## src/rtl/pwm_timebase.sv

```systemverilog
module pwm_timebase #(
  parameter int W = 16
) (
  input  logic         clk,
  input  logic         rst_n,
  input  logic         tick_en,
  input  logic [1:0]   cnt_mode,
  input  logic         sync_in,
  input  logic         sw_sync,
  input  logic         phase_en,
  input  logic         phase_up,
  input  logic [W-1:0] phase_val,
  input  logic [1:0]   sync_sel,
  input  logic         prd_direct,
  input  logic         prd_wr,
  input  logic [W-1:0] prd_wdata,
  output logic [W-1:0] count,
  output logic         dir_up,
  output logic         zero_evt,
  output logic         prd_evt,
  output logic         sync_out
);
  localparam logic [W-1:0] ZERO = '0;
  localparam logic [W-1:0] ONE  = W'(1);

  logic [W-1:0] prd_act, prd_shd, nxt_cnt;
  logic         nxt_dir;

  wire sync_evt = sync_in | sw_sync;
  wire load     = phase_en & sync_evt;
  wire run      = tick_en & (cnt_mode != 2'b11);

  assign zero_evt = run & (count == ZERO);
  assign prd_evt  = run & (count == prd_act);

  always_comb begin
    case (sync_sel)
      2'b00:   sync_out = sync_evt;
      2'b01:   sync_out = zero_evt;
      2'b10:   sync_out = prd_evt;
      default: sync_out = 1'b0;
    endcase
  end

  always_comb begin
    nxt_cnt = count;
    nxt_dir = dir_up;
    if (load) begin
      nxt_cnt = phase_val;
      nxt_dir = phase_up;
    end else if (run) begin
      case (cnt_mode)
        2'b00: begin
          nxt_dir = 1'b1;
          nxt_cnt = (count >= prd_act) ? ZERO : count + ONE;
        end
        2'b01: begin
          nxt_dir = 1'b0;
          nxt_cnt = (count == ZERO) ? prd_act : count - ONE;
        end
        default: begin
          if (prd_act == ZERO) begin
            nxt_cnt = ZERO;
          end else if (dir_up) begin
            if (count >= prd_act) begin
              nxt_dir = 1'b0;
              nxt_cnt = count - ONE;
            end else begin
              nxt_cnt = count + ONE;
            end
          end else begin
            if (count == ZERO) begin
              nxt_dir = 1'b1;
              nxt_cnt = ONE;
            end else begin
              nxt_cnt = count - ONE;
            end
          end
        end
      endcase
    end
  end

  always_ff @(posedge clk or negedge rst_n) begin
    if (!rst_n) begin
      count   <= ZERO;
      dir_up  <= 1'b1;
      prd_act <= ZERO;
      prd_shd <= ZERO;
    end else begin
      count  <= nxt_cnt;
      dir_up <= nxt_dir;
      if (prd_wr) prd_shd <= prd_wdata;
      if (prd_wr && prd_direct)         prd_act <= prd_wdata;
      else if (!prd_direct && zero_evt) prd_act <= prd_shd;
    end
  end

  AST_PHASE_LOAD: assert property (@(posedge clk) disable iff (!rst_n)
    load |=> (count == $past(phase_val)) && (dir_up == $past(phase_up)));

  AST_SYNC_IGNORED: assert property (@(posedge clk) disable iff (!rst_n)
    (!phase_en && !tick_en) |=> (count == $past(count)) && (dir_up == $past(dir_up)));

  AST_FROZEN: assert property (@(posedge clk) disable iff (!rst_n)
    (cnt_mode == 2'b11 && !load) |=> $stable(count));

  AST_TURN_DOWN: assert property (@(posedge clk) disable iff (!rst_n)
    (run && !load && cnt_mode == 2'b10 && dir_up && prd_act != ZERO && count >= prd_act)
    |=> !dir_up);

  AST_SHADOW_HOLD: assert property (@(posedge clk) disable iff (!rst_n)
    (!prd_direct && !zero_evt) |=> $stable(prd_act));

  AST_UP_WRAP: assert property (@(posedge clk) disable iff (!rst_n)
    (run && !load && cnt_mode == 2'b00 && prd_evt) |=> count == ZERO);
endmodule

```

## config.mk

```make
export PLATFORM = sky130hd
export DESIGN_NAME = pwm_timebase
export DESIGN_NICKNAME = d
export VERILOG_FILES = /design/src/rtl/pwm_timebase.sv
export SDC_FILE = /design/constraint.sdc
export NUM_CORES = 1
export LEC_CHECK = 0
export ABC_AREA = 1
export BUFFER_PORTS_ARGS = -buffer_cell sky130_fd_sc_hd__buf_2
export CAP_MARGIN = 20
export CORE_MARGIN = 2
export CORE_UTILIZATION = 55
export CTS_BUF_LIST = sky130_fd_sc_hd__clkbuf_2 sky130_fd_sc_hd__clkbuf_4 sky130_fd_sc_hd__clkbuf_8
export DETAILED_ROUTE_END_ITERATION = 12
export PLACE_DENSITY_LB_ADDON = 0.2
export SETUP_SLACK_MARGIN = 0.1
export SLEW_MARGIN = 10
export SYNTH_ARGS = -nofsm -noshare
export SYNTH_HDL_FRONTEND = slang
export SYNTH_SLANG_ARGS = --single-unit
```

## constraint.sdc

```tcl
create_clock -name clk -period 3.65 [get_ports clk]
set_clock_uncertainty 0.1 [all_clocks]
set_input_delay 0 -clock clk [delete_from_list [all_inputs] [get_ports clk]]
set_output_delay 0 -clock clk [all_outputs]
set_load 0.05 [all_outputs]
```

==> results.md, run 1 <==
- Status: finished, final reports clean
- Fmax: between 0.3 and 0.4 GHz
- Starting Density: 55.8%
- Critical path peak fanout: 17
- CP arrival: 3.04 ns
- Via count: 5170
- Fin util: between 60 and 70%
- Worst path max stage delay: around 0.66 ns
- Rows: 34
- Postcts setup bufs: 0
- Reg clk slew, reported paths: ~0.12 ns
- Synth top area share: between 20% and 30%
- Routed Antenna Nets: 0
- Power Density: a little under 500 nW/um^2
- CTS tree: done
- Max cap viols: 0
- Gr ovfl total: 0
- WS Path Type: reg -> reg
- Die height: 97.4 um
- Count leader, synth: nand2_1
- Syn Nets: 814
- Num CTS Buffers: 5
- Final #Nets: 883
- Hold Buf Count CTS: 34
- Worst VDD drop: 0.000232 V
- Core Region: 8590 um^2
- Post-CTS resize count: 0
- DRC viols: 0
- Post-synth top area cell: dfrtp_1
- First-pass GRT wire length: 24200 um
- RSZ-0062 raised after global routing: false
- Final Hold Vio Count: 0
- Total Routed Length: ~14000 um
- Cell repeated most along the worst path: nand2_1
- Critical-path top delay cell: dfrtp_1
- Port buffer count: 64
- Slew of the pin with the lowest slew margin: 0.904 ns
- CTS HTree Levels: 2
- Slew Viols, Final: 0
- Req. time, crit path: 3.76 ns
- Top post-synthesis cells by count: 232 x nand2_1, 90 x inv_1, 72 x nor2_1
- Post-DP HPWL: 10500 um
- Antenna cells: 0
- Synth Flop Type: dfrtp_1
- Critical path endpoint category: flip-flop
- Cell area after synthesis: 4790 um^2
- Netlist cell types: 40
- Die area: between 9000 and 10000 um^2
- Min Tclk post-route: 2.93 ns
- Detailed-route wire length per cell: around 16 um
- CTS max path bufs: 2
- #FFs+latches synth: between 40 and 50
- Vias in the first global route: 4980
- Sink Count: slightly below 50
- Clock root cell: clkbuf_8
- Setup Viol. Count Final: 0
- Ports: 65
- Post-synthesis sequential area ratio: approximately a quarter
- Synth async-reset ratio: 100%
- Crit path launch type: flip-flop
- Antenna violations before repair: 0
- Vias per cell: 5.57
- Router iterations before antenna repair: 6
- Ys Warns: 0
- Post-synth EDFFs: 0
- Ranking of synthesized cells by area: dfrtp_1 25%, nand2_1 18%, inv_1 7.0%, nor2_1 5.6%, nand3_1 4.9%
- Syn-to-layout area delta: 14.1%
- Final Wtd Congestion: 0.955
- Critical-path cell list: ha_1, nand2_1, nor2_1, nand2_1, inv_1, nand2_1, nand2_2, nor2_1, nand2_1, nand3_1, nand2_1, nand2_1, nand2_1
- Die Span X: 97.4 um
- GRT Util Overall: 31.4%
- Worst slew margin: 39.6%
- HP Class: in -> reg
- Gate Count Post-Synth: 751
- Largest net degree at the start of global routing: 34
- Share of cells above drive strength 1: around 17%
- Syn Area/Cell: around 6.4 um^2
- TNS Setup: 0 ns
- Period utilisation layout: between 80% and 90%
- Drt first-iter violations: between 400 and 500
- Leakage: between 2 and 3 nW
- Worst-skew pair later-pin latency: 0.33 ns
[worst max-delay path, delay by kind of cell, from the launching register on]
kind / cells / cell delay (ns)
adder cells (fa/ha/maj): 1 / 0.33
buffers and inverters: 1 / 0.06
flip-flops: 1 / 0.66
AND/OR/NAND/NOR: 11 / 1.65
[cells in the final DEF (no fill, tap or decap), types with 18 or more instances in the layout]
cell type	Yosys	layout
buf_2	11	64
nand3_1	47	47
ha_1	18	18
nand2_1	232	232
inv_1	90	90
nor2_1	72	72
nand4_1	22	22
dlygate4sd3_1	0	34
dfrtp_1	48	48
o21ai_0	37	37
a21oi_1	42	42
[cell type report]
| type | instances | area [um^2] |
|---|---|---|
| Timing Repair Buffer | 105 | 729 |
| Tap cell | 108 | 135 |
| Fill cell | 846 | 3130 |
| Multi-Input combinational cell | 563 | 2910 |
| Clock buffer | 6 | 82.6 |
| Inverter | 96 | 365 |
| Sequential cell | 49 | 1230 |
| Clock inverter | 2 | 17.5 |
[metrics by stage]
step	hold WS [ns]	instance area [um^2]	total power, mW	cells	worst slack, ns
floorplan	-0.396	4800	1.93	751	0.280
global placement	0.127	5000	2.16	885	0.980
detailed placement	-0.0629	5030	2.20	887	0.818
CTS	0.0222	5470	2.61	929	0.800
global route	0.0647	5470	2.83	929	0.497
finish	0.0275	5470	2.63	929	0.723
[where the power goes]
| group | switching, mW | leakage, nW | internal (mW) |
|---|---|---|---|
| clock network | 0.222 | 0.0518 | 0.158 |
| logic | 0.958 | 2.29 | 0.461 |
| registers | 0.193 | 0.581 | 0.632 |
[path summary, 6_finish.rpt]
path / startpoint / endpoint / slack (ns) / depth (start not counted)
setup / recovery: count[9]$_DFFE_PN0P_ / count[1]$_DFFE_PN0P_ / 0.72 / 13
hold reg to reg: prd_shd[0]$_DFFE_PN0P_ / prd_shd[0]$_DFFE_PN0P_ / 0.43 / 2
min in group asynchronous: rst_n / count[7]$_DFFE_PN0P_ / 0.12 / 2
hold / removal: cnt_mode[1] / dir_up$_DFFE_PN1P_ / 0.03 / 4
setup reg to reg: count[9]$_DFFE_PN0P_ / count[1]$_DFFE_PN0P_ / 0.72 / 13
max in group asynchronous: rst_n / prd_act[10]$_DFFE_PN0P_ / 2.76 / 3
[per-layer routing]
layer	share of wire [%]	track usage (%)
met5	0	0
met4	3.0	11.5
met3	8.2	3.96
met2	46	51.2
met1	42	43.1
[state kept, by name, summed over array words and instances (netlist names)]
signal and count:
prd_shd 16, dir_up 1, prd_act 16, count 16
[cells by family after synthesis]
group | Yosys count | share of synthesized area, %
simple gates | 411 | 38.2
xor+xnor | 15 | 2.74
fa+ha+maj | 18 | 4.70
compound gates | 119 | 14.9
buf+inv | 139 | 13.8
flops | 49 | 25.6
(Power assumes the default switching activity.)
==> run 2, diff against run 1 <==
==> constraint.sdc (replaced) <==
create_clock -name clk -period 2.4 [get_ports clk]
set_clock_uncertainty 0.1 [all_clocks]
set_input_delay 0 -clock clk [delete_from_list [all_inputs] [get_ports clk]]
set_output_delay 0 -clock clk [all_outputs]
set_load 0.05 [all_outputs]
==> run 2 against run 1 <==
Combinational power rose by 100%. Sequential share of layout area fell by 2.1 points. Flip-flop and latch count did not move. Sequential power rose by 31%. Clock power rose by 47%. Non-clock buffer count rose by 49. Register-to-register slack got worse by 0.64 ns. First-iteration DRC count rose by 62%. Total power rose by 72%. Largest cell class unchanged. Die area did not move. Global-route usage rose by 0.65 points.
==> results.md, run 2 (synthesized netlist as in run 1, its figures left out) <==
- CTS max path bufs: 2
- FF-to-FF Start: count[13]$_DFFE_PN0P_
- Die area: 9480 um^2
- Final Hold Vio Count: 0
- GRT Util Overall: between 30 and 40%
- Period utilisation layout: 96.6%
- Critical path endpoint category: flip-flop
- Max cap viols: 0
- Worst hold stages: 3
- Largest net degree at the start of global routing: 33
- Routed Antenna Nets: 0
- R2R depth: 13
- Crit path launch type: flip-flop
- Slew of the pin with the lowest slew margin: 0.641 ns
- Router iterations before antenna repair: 6
- Reg-to-reg setup timing slack: a little over 0.08 ns
- First-pass GRT wire length: 24900 um
- HP Class: in -> reg
- Hold EP: prd_act[0]$_DFFE_PN0P_
- Gr ovfl total: 0
- Req. time, crit path: between 2 and 3 ns
- Commonest non-fill, non-tap cell in the layout: nand2_1
- Worst Hold Launch: prd_direct
- Total power: 4.52 mW
- Min Tclk post-route: 2.32 ns
- CP arrival: ~2.4 ns
- Core Region: 8590 um^2
- Die height: 97.4 um
- Total Routed Length: 15600 um
- Slew Viols, Final: 0
- Fin util: between 70% and 80%
- Sink Count: a little under 50
- Vias in the first global route: approximately 5000
- Drt first-iter violations: 681
- Detailed-route wire length per cell: 16.0 um
- Setup Viol. Count Final: 0
- Fmax: 0.431 GHz
- Die Span X: around 100 um
- Syn-to-layout area delta: 26.3%
- Status: finished, final reports clean
- Share of cells above drive strength 1: 25.6%
- Reg clk slew, reported paths: about 0.11 ns
- Worst VDD drop: 0.000378 V
- Antenna cells: 0
- Post-DP HPWL: 11000 um
- Ports: 65
- Largest regs: count (16), prd_act (16), prd_shd (16)
- RSZ-0062 raised after global routing: true
- Worst slew margin: 57.3%
- WS Path Type: reg -> reg
- Most frequent cells in the layout: 229 x nand2_1, 82 x inv_1, 65 x nor2_1
- Port buffer count: 64
- Antenna violations before repair: 0
- Num CTS Buffers: 5
- DRC viols: 0
- Power Density: about 750 nW/um^2
- Final Wtd Congestion: 0.930
- Critical path peak fanout: 6
- Starting Density: 55.8%
- Vias per cell: 5.55
- Rows: 34
- Leakage: 3.22 nW
- Reg2Reg Capture Point: count[1]$_DFFE_PN0P_
- CTS HTree Levels: 2
- CTS tree: done
- Clock root cell: clkbuf_8
- Final #Nets: 934
- Via count: between 5000 and 6000
- Worst-skew pair later-pin latency: approximately 0.32 ns
==> run 2: worst max-delay path by stage <==
| stage | startpoint | end | cells past startpoint |
|---|---|---|---|
| after floorplan | count[0]$_DFFE_PN0P_ | sync_out | 11 |
| after global placement | prd_act[7]$_DFFE_PN0P_ | count[1]$_DFFE_PN0P_ | 14 |
| after detailed placement | prd_act[7]$_DFFE_PN0P_ | count[1]$_DFFE_PN0P_ | 14 |
| after CTS | count[0]$_DFFE_PN0P_ | sync_out | 11 |
| after global routing | prd_act[15]$_DFFE_PN0P_ | count[1]$_DFFE_PN0P_ | 14 |
| final | count[13]$_DFFE_PN0P_ | count[1]$_DFFE_PN0P_ | 13 |
==> run 2: power breakdown <==
group | internal (mW) | switching [mW]
sequential | 0.969 | 0.111
combinational | 1.01 | 1.86
clock | 0.240 | 0.320
==> run 2: stage by stage <==
step / setup WS [ns] / TNS, ns / hold WS [ns] / cell area, um^2 / std cells
after global routing: -0.0110 / -0.0146 / 0.0302 / 6060 / 980
after CTS: 0.0603 / 0 / 0.00991 / 5810 / 962
final: 0.0817 / 0 / 0.0138 / 6060 / 980
after global placement: 0.157 / 0 / -0.0548 / 5340 / 918
after detailed placement: 0.0669 / 0 / -0.0498 / 5340 / 918
after floorplan: -0.00849 / -0.00849 / -0.396 / 4870 / 751
==> run 2: layer usage <==
layer	track usage, %	wire length (um)	vias to the layer above
met1	44.0	6300	2511
met2	54.0	7430	277
met3	4.60	1600	35
met5	0	0	-
li1	-	-	2617
met4	7.48	303	0
==> run 2: repair_timing <==
action                                 CTS  global route
endpoints found under the hold margin   69             0
setup endpoints to repair                2            25
gates cloned                             0             4
hold buffers                            34             0
gates resized for setup                  3            37
setup buffers                            2            14
pin swaps                                0            11
==> run 2: cell type report <==
class | count | area [um^2]
Timing Repair Buffer | 154 | 1160
Tap cell | 108 | 135
Sequential cell | 49 | 1230
Multi-Input combinational cell | 565 | 3050
Fill cell | 750 | 2540
Clock inverter | 2 | 17.5
Clock buffer | 6 | 82.6
Inverter | 96 | 370
==> run 2: worst max-delay path, cell delays in order (launching register included) <==
cell     delay [ns]
dfrtp_1        0.46
ha_1           0.34
nand2_1        0.07
a21oi_1        0.09
nor2_2         0.11
o21ai_2        0.09
nor2_4         0.33
nand2_4        0.17
nor2_2         0.15
nand2_1        0.07
nand3_1        0.09
nand2_1        0.05
nand2_1        0.05
nand2_1        0.04
